<file path="src/rtl/pat1011_pkg.sv">
`timescale 1ns/1ps
package pat1011_pkg;

    typedef enum logic [1:0] {
        ENC_BINARY  = 2'd0,
        ENC_GRAY    = 2'd1,
        ENC_JOHNSON = 2'd2
    } enc_style_e;

    // Logical progress through the pattern; PH_MATCH is used by the Moore path only.
    typedef enum logic [2:0] {
        PH_IDLE         = 3'd0,
        PH_ONE          = 3'd1,
        PH_ONE_ZERO     = 3'd2,
        PH_ONE_ZERO_ONE = 3'd3,
        PH_MATCH        = 3'd4
    } phase_e;

    localparam int NUM_PHASES = 5;
    localparam int CODE_W     = 3;

    // Flop code for a logical phase under a given style.
    function automatic logic [CODE_W-1:0] phase_code(enc_style_e style, phase_e ph);
        logic [CODE_W-1:0] idx;
        logic [CODE_W-1:0] v;
        idx = CODE_W'(ph);
        v   = '0;
        case (style)
            ENC_GRAY: v = idx ^ (idx >> 1);
            ENC_JOHNSON: begin
                for (int k = 0; k < NUM_PHASES; k++) begin
                    if (k < int'(ph)) v = {v[CODE_W-2:0], ~v[CODE_W-1]};
                end
            end
            default: v = idx;
        endcase
        return v;
    endfunction

    // Transition function; with_match selects the five-phase Moore variant.
    function automatic phase_e phase_step(phase_e ph, logic b_in, logic with_match);
        phase_e nx;
        case (ph)
            PH_IDLE:         nx = b_in ? PH_ONE : PH_IDLE;
            PH_ONE:          nx = b_in ? PH_ONE : PH_ONE_ZERO;
            PH_ONE_ZERO:     nx = b_in ? PH_ONE_ZERO_ONE : PH_IDLE;
            PH_ONE_ZERO_ONE: nx = b_in ? (with_match ? PH_MATCH : PH_ONE) : PH_ONE_ZERO;
            PH_MATCH:        nx = b_in ? PH_ONE : PH_ONE_ZERO;
            default:         nx = PH_IDLE;
        endcase
        return nx;
    endfunction

endpackage

</file>
<file path="src/rtl/pat1011_state_reg.sv">
`timescale 1ns/1ps
module pat1011_state_reg
    import pat1011_pkg::*;
#(
    parameter enc_style_e ENC_STYLE = ENC_BINARY
) (
    input  logic   clk,
    input  logic   rst,
    input  phase_e next_ph,
    output phase_e cur_ph
);

    localparam logic [CODE_W-1:0] IDLE_CODE = phase_code(ENC_STYLE, PH_IDLE);

    logic [CODE_W-1:0] code_q;

    always_ff @(posedge clk or posedge rst) begin
        if (rst) begin
            code_q <= IDLE_CODE;
        end else begin
            code_q <= phase_code(ENC_STYLE, next_ph);
        end
    end

    // Decode back to the logical phase; unused codes fall to idle.
    always_comb begin
        cur_ph = PH_IDLE;
        for (int k = 0; k < NUM_PHASES; k++) begin
            if (code_q == phase_code(ENC_STYLE, phase_e'(k))) cur_ph = phase_e'(k);
        end
    end

endmodule

</file>
<file path="src/rtl/pat1011_track.sv">
`timescale 1ns/1ps
module pat1011_track
    import pat1011_pkg::*;
#(
    parameter enc_style_e ENC_STYLE  = ENC_BINARY,
    parameter bit         WITH_MATCH = 1'b0
) (
    input  logic   clk,
    input  logic   rst,
    input  logic   din,
    output phase_e ph
);

    phase_e nx_ph;

    always_comb nx_ph = phase_step(ph, din, WITH_MATCH);

    pat1011_state_reg #(
        .ENC_STYLE (ENC_STYLE)
    ) state_i (
        .clk     (clk),
        .rst     (rst),
        .next_ph (nx_ph),
        .cur_ph  (ph)
    );

endmodule

</file>
<file path="src/rtl/pat1011_detector.sv">
`timescale 1ns/1ps
module pat1011_detector
    import pat1011_pkg::*;
#(
    parameter enc_style_e ENC_STYLE = ENC_BINARY
) (
    input  logic clk,
    input  logic rst,
    input  logic din,
    output logic hit_mealy,
    output logic hit_moore
);

    phase_e mealy_ph;
    phase_e moore_ph;

    // Four-phase machine: output lives on the transition.
    pat1011_track #(
        .ENC_STYLE  (ENC_STYLE),
        .WITH_MATCH (1'b0)
    ) mealy_i (
        .clk (clk),
        .rst (rst),
        .din (din),
        .ph  (mealy_ph)
    );

    // Five-phase machine: output lives on the match phase.
    pat1011_track #(
        .ENC_STYLE  (ENC_STYLE),
        .WITH_MATCH (1'b1)
    ) moore_i (
        .clk (clk),
        .rst (rst),
        .din (din),
        .ph  (moore_ph)
    );

    assign hit_mealy = (mealy_ph == PH_ONE_ZERO_ONE) && din;
    assign hit_moore = (moore_ph == PH_MATCH);

endmodule

</file>
<file path="config.mk">
export PLATFORM = sky130hd
export DESIGN_NAME = pat1011_detector
export DESIGN_NICKNAME = d
export VERILOG_FILES = /design/src/rtl/pat1011_pkg.sv /design/src/rtl/pat1011_state_reg.sv /design/src/rtl/pat1011_track.sv /design/src/rtl/pat1011_detector.sv
export SDC_FILE = /design/constraint.sdc
export NUM_CORES = 1
export LEC_CHECK = 0
export ABC_CLOCK_PERIOD_IN_PS = 2000
export BUFFER_PORTS_ARGS = -buffer_cell sky130_fd_sc_hd__buf_2
export CORE_AREA = 3 3 40 42
export CTS_BUF_LIST = sky130_fd_sc_hd__clkbuf_4
export DETAILED_ROUTE_END_ITERATION = 6
export DIE_AREA = 0 0 43 45
export PLACE_DENSITY = 0.3
export REMOVE_ABC_BUFFERS = 1
export SYNTH_ARGS = -nofsm -noshare
export SYNTH_HDL_FRONTEND = slang
export SYNTH_SLANG_ARGS = --single-unit
</file>
<file path="constraint.sdc">
create_clock -name clk -period 2 [get_ports clk]
set_clock_uncertainty 0.05 [all_clocks]
set_input_delay 0.5 -clock clk [delete_from_list [all_inputs] [get_ports clk]]
set_output_delay 0.5 -clock clk [all_outputs]
set_load 0.1 [all_outputs]
</file>
==> run_results.csv, run 1 <==
group,metric,value,unit
flow_run,maxCapViolCount,0,
layout,n_antenna_cell,0,
floorplan,start_util,16.7,%
logic_synthesis,synth.area.top_cells,"dfrtp_1 (58%), nor3b_1 (11%), and4bb_1 (5.8%)",
setup_path,crit_fanout,5,
clock_tree,cts.sinks,5,
setup_path,critPathKind,"reg -> out",
drt,dr.pass1.iters,1,
logic_synthesis,syn_avg_cell_area,11.9,µm²
layout,nets,29,
placement,numPortBuffers,4,
clock_tree,clock_latency,0.24,ns
clock_tree,hold_buffers,0,
clock_tree,post-cts-setup-buffers,0,
layout,syn2layout_area_growth,36.3,%
clock_tree,ctsResizeCount,0,
outcome,status,"completed",
floorplan,row_count,13,
layout,filler_cell_count,139,
logic_synthesis,ys_ff_latch,5,
drt,drt_wl_total,377,µm
hold_path,hold_path.class,"in -> async",
floorplan,dieArea,0.00194,mm²
placement,hpwlAfterDp,287,µm
clock_tree,path_clk_slew,0.05,ns
setup_path,end_kind,"output port",
floorplan,fp.coreArea,0.00128,mm²
grt,grt_pass1_vias,172,
drt,drtIter0Drc,0,
drt,route.detailed.drc,0,
logic_synthesis,syn_area,214,µm²
drt,wl_per_cell,9.43,µm
drt,viasPerCell,3.60,
logic_synthesis,yosys.area.top_type_share,58.5,%
grt,grt_pass1_wl,717,µm
timing,finalCriticalPeriod,1.84,ns
layout,utilization,22.7,%
clock_tree,cts_tree,"done",
setup_path,critPathArrivalTime,1.29,ns
timing,fmaxAchievable,543,MHz
pwr,p_leak,0.140,nW
placement,routabilityCongestion,0.612,
floorplan,fp.dieW,43,µm
timing,max_slew_margin,67.7,%
clock_tree,cts-root-buf,"clkbuf_4",
layout,drive_gt1_share,32.0,%
logic_synthesis,synth_warnings,0,
grt,antenna_found_initial,0,
logic_synthesis,syn_inst,18,
floorplan,dieHeight,45,µm
grt,grt_overflow_total,0,
grt,grt_max_degree,10,
pwr,ir_worst_vdd,0.000272,V
grt,grtUsageTotal,5.69,%
timing,maxSlewViolCount,0,
logic_synthesis,yosys.area.top_type,"dfrtp_1",
timing,worstMarginPinSlew,0.488,ns
setup_path,cp_data_required_time,1.45,ns
drt,routed-via-count,144,
layout,fin_area,292,µm²
pwr,powerDensity,898,mW/mm²
logic_synthesis,ys_seq_area_share,58.5,%
timing,post-route-period-util,92.2,%
timing,finalHoldViolCount,0,
clock_tree,h-tree-depth,1,
timing,setup_viol,0,
logic_synthesis,synth_cell_types,11,
timing,finalSetupTns,0,ns
clock_tree,clockBufferDepth,2,
pwr,p_total,262,µW
timing,rsz0062_at_grt,"no",
drt,ant_nets,0,
setup_path,cp-start-kind,"flop",
floorplan,num_io_pins,5,
clock_tree,cts_buffers,3,
placement,dpl_cell_area,264,µm²
[cell usage after synthesis, drive strengths merged]
cell type / count
or3: 1
clkbuf: 1
mux2i: 1
and3: 1
o21a: 1
and4bb: 1
nor4b: 1
inv: 1
dfrtp: 5
nor3b: 3
nand2: 2
[cell usage in the layout (no fill, tap or decap)]
master	synthesis	layout
and3_1	1	1
and4bb_1	1	1
buf_12	0	1
buf_2	0	3
clkbuf_4	0	3
clkinv_2	0	1
dfrtp_1	5	5
inv_1	1	1
mux2i_1	1	1
nand2_1	2	2
nor3b_1	3	3
nor4b_1	1	1
o21a_1	1	1
or3_1	1	1
[kinds of logic (layout without fill, tap and decap cells)]
| logic type | Yosys count | count (layout) | share of synthesized area [%] |
|---|---|---|---|
| compound gates | 1 | 1 | 3.51 |
| buf+inv | 2 | 9 | 3.51 |
| flops | 5 | 5 | 58.5 |
| mux | 1 | 1 | 4.68 |
| simple gates | 9 | 9 | 29.8 |
[worst paths after layout]
path / slack (ns) / end / depth (start not counted) / start
setup / recovery: 0.16 / hit_moore / 2 / moore_i.state_i.code_q[0]
setup reg to reg: 0.86 / moore_i.state_i.code_q[1] / 2 / moore_i.state_i.code_q[2]
hold reg to reg: 0.42 / mealy_i.state_i.code_q[1] / 1 / mealy_i.state_i.code_q[0]
min in group clk: 0.41 / mealy_i.state_i.code_q[0] / 1 / din
hold / removal: 0.1 / mealy_i.state_i.code_q[0] / 2 / rst
max in group asynchronous: 1.63 / moore_i.state_i.code_q[1] / 2 / rst
[report_power, final]
group | switching [mW] | internal [mW] | leakage, nW | total, mW
combinational | 0.0175 | 0.0118 | 0.0599 | 0.0293
clock | 0.0448 | 0.0725 | 0.0177 | 0.117
sequential | 0.00655 | 0.109 | 0.0626 | 0.115
total | 0.0688 | 0.193 | 0.140 | 0.262
[area by class of cell]
| type | count | area (µm²) | share of cell area, % |
|---|---|---|---|
| well taps | 15 | 18.8 | 6.44 |
| clock inverters | 1 | 5.00 | 1.72 |
| flip-flops and latches | 5 | 125 | 42.9 |
| clock buffers | 3 | 22.5 | 7.73 |
| inverters | 1 | 3.75 | 1.29 |
| repair buffers | 4 | 35.0 | 12.0 |
| multi-input cells | 11 | 81.3 | 27.9 |
[critical path, stage by stage, from the launching register on]
cell and delay (ns):
dfrtp_1 0.41, nor3b_1 0.19, buf_2 0.45
[flip-flops by register name, summed over array words and instances, names as in the netlist]
name and flops:
moore_i.state_i.code_q 3, mealy_i.state_i.code_q 2
[metrics by stage]
stage               hold slack [ns]  worst slack [ns]  std cells
finish                       0.0969             0.157         40
global placement              0.355             0.384         36
detailed placement            0.357             0.386         36
CTS                          0.0876             0.137         40
global route                 0.0954            0.0327         40
floorplan                     0.229             -1.16         17
[routing by layer]
metal,wire [µm],vias to the layer above,global-route usage [%]
met5,0,-,0
met4,0,0,1.81
met3,13,0,7.17
met2,173,1,7.78
met1,190,65,5.13
li1,-,78,-
Power figures use the tool's default switching activity.
==> inputs of run 2 (changes only) <==
--- a/config.mk
+++ b/config.mk
@@ -7,12 +7,13 @@
 export LEC_CHECK = 0
 export ABC_CLOCK_PERIOD_IN_PS = 2000
 export BUFFER_PORTS_ARGS = -buffer_cell sky130_fd_sc_hd__buf_2
+export CELL_PAD_IN_SITES_DETAIL_PLACEMENT = 1
+export CELL_PAD_IN_SITES_GLOBAL_PLACEMENT = 1
 export CORE_AREA = 3 3 40 42
 export CTS_BUF_LIST = sky130_fd_sc_hd__clkbuf_4
 export DETAILED_ROUTE_END_ITERATION = 6
 export DIE_AREA = 0 0 43 45
-export PLACE_DENSITY = 0.3
-export REMOVE_ABC_BUFFERS = 1
+export PLACE_DENSITY = 0.34
 export SYNTH_ARGS = -nofsm -noshare
 export SYNTH_HDL_FRONTEND = slang
 export SYNTH_SLANG_ARGS = --single-unit
==> run 2 against run 1 <==
Fmax decreased by 0.30%; critical path depth unchanged; flip-flop and latch count unchanged; critical path type unchanged.
==> run_results.csv, run 2 (same netlist as run 1, synthesis figures left out) <==
group,metric,value,unit
clock_tree,h-tree-depth,1,
timing,maxSlewViolCount,0,
layout,nets,29,
floorplan,dieHeight,45,µm
timing,finalCriticalPeriod,1.85,ns
layout,final_cell_mix,"dfrtp_1 (5), clkbuf_4 (4), buf_2 (3)",
clock_tree,hold_buffers,0,
timing,post-route-period-util,92.4,%
setup_path,worstRegToRegCells,2,
floorplan,start_util,16.7,%
layout,drive_gt1_share,36.0,%
setup_path,cp_data_required_time,1.45,ns
clock_tree,clockBufferDepth,2,
layout,regMostFlops,"moore_i.state_i.code_q",
floorplan,fp.dieW,43,µm
setup_path,rr_startpoint,"moore_i.state_i.code_q[2]",
setup_path,cp-start-kind,"flop",
placement,numPortBuffers,4,
grt,grt_overflow_total,0,
timing,finalHoldViolCount,0,
floorplan,fp.coreArea,0.00128,mm²
setup_path,end_kind,"output port",
clock_tree,cts.sinks,5,
setup_path,critPathMaxStageDelay,0.44,ns
clock_tree,cts-root-buf,"clkbuf_4",
layout,largest_reg_flops,3,
drt,drtIter0Drc,1,
drt,ant_nets,0,
timing,rsz0062_at_grt,"no",
setup_path,crit_fanout,5,
grt,grtUsageTotal,4.52,%
setup_path,critPathKind,"reg -> out",
timing,fmaxAchievable,541,MHz
timing,finalSetupTns,0,ns
layout,n_antenna_cell,0,
hold_path,hold_path.class,"in -> async",
grt,grt_pass1_vias,157,
pwr,p_leak,0.144,nW
clock_tree,clock_latency,0.24,ns
layout,multi_input_area,92.6,µm²
grt,grt_max_degree,10,
pwr,powerDensity,899,mW/mm²
logic_synthesis,synth.net_count,21,
setup_path,r2r_end,"moore_i.state_i.code_q[1]",
layout,filler_cell_count,140,
floorplan,num_io_pins,5,
drt,route.detailed.drc,0,
layout,register_area,125,µm²
pwr,p_total,274,µW
drt,drt_wl_total,355,µm
timing,setup_viol,0,
setup_path,critPathArrivalTime,1.30,ns
floorplan,dieArea,0.00194,mm²
drt,wl_per_cell,8.88,µm
floorplan,row_count,13,
setup_path,cp_slowest_cell,"buf_2",
layout,syn2layout_area_growth,42.7,%
timing,max_slew_margin,67.9,%
setup_path,crit_chain,"nor3b_4 > buf_2",
pwr,ir_worst_vdd,0.000246,V
outcome,status,"completed",
setup_path,path_buf_inv,1,
clock_tree,post-cts-setup-buffers,0,
clock_tree,cts_buffers,3,
setup_path,r2r_setup_slack,0.83,ns
setup_path,path_delay_family,"buffers and inverters",
flow_run,maxCapViolCount,0,
drt,dr.pass1.iters,2,
layout,largest_registers,"moore_i.state_i.code_q x3, mealy_i.state_i.code_q x2",
drt,viasPerCell,4.00,
grt,grt_pass1_wl,579,µm
layout,layout_commonest_cell,"dfrtp_1",
timing,worstMarginPinSlew,0.484,ns
drt,routed-via-count,160,
grt,antenna_found_initial,0,
placement,routabilityCongestion,0.561,
clock_tree,path_clk_slew,0.04,ns
clock_tree,ctsResizeCount,0,
clock_tree,cts_tree,"done",
run 2: cell type report:
cell class	instances	area share [%]
multi-input combinational	11	30.3
timing repair buffer	4	11.5
sequential	5	41.0
tap	15	6.15
inverter	1	1.23
clock buffer	4	9.84
run 2: power by group:
| part | switching, mW | internal [mW] |
|---|---|---|
| clock network | 0.0384 | 0.0888 |
| registers | 0.00824 | 0.109 |
| logic | 0.0176 | 0.0126 |
| total | 0.0642 | 0.210 |
run 2: worst max path at each step:
stage	from	end	slack, ns	depth (start not counted)
5_1_grt	moore_i.state_i.code_q[2]	hit_moore	0.11	2
4_1_cts	moore_i.state_i.code_q[0]	hit_moore	0.13	2
6_report	moore_i.state_i.code_q[0]	hit_moore	0.15	2
3_5_place_dp	din	hit_mealy	0.38	3
3_3_place_gp	din	hit_mealy	0.38	3
2_1_floorplan	moore_i.state_i.code_q[0]	hit_moore	0.18	1
run 2: worst reg2reg max path, cell delays in order (launching register included):
cell	delay [ns]
dfrtp_1	0.42
and4bb_1	0.23
or3_1	0.35
run 2: per-stage QoR:
stage | std cells | cell area [µm²] | worst slack, ns | hold WS [ns] | utilization, %
after floorplan | 18 | 225 | 0.177 | 0.229 | -
after global placement | 36 | 275 | 0.381 | 0.349 | 21.4
after detailed placement | 36 | 275 | 0.384 | 0.356 | 21.4
after CTS | 40 | 305 | 0.131 | 0.0968 | 23.8
after global routing | 40 | 305 | 0.114 | 0.118 | 23.8
final | 40 | 305 | 0.151 | 0.0963 | 23.8
run 2: per-layer routing:
metal	vias to the layer above	track usage (%)	part of all wire, %
met1	73	4.63	45
met5	-	0	0
met4	0	7.23	2.8
met3	2	1.59	8.2
li1	78	-	-
met2	7	5.69	44
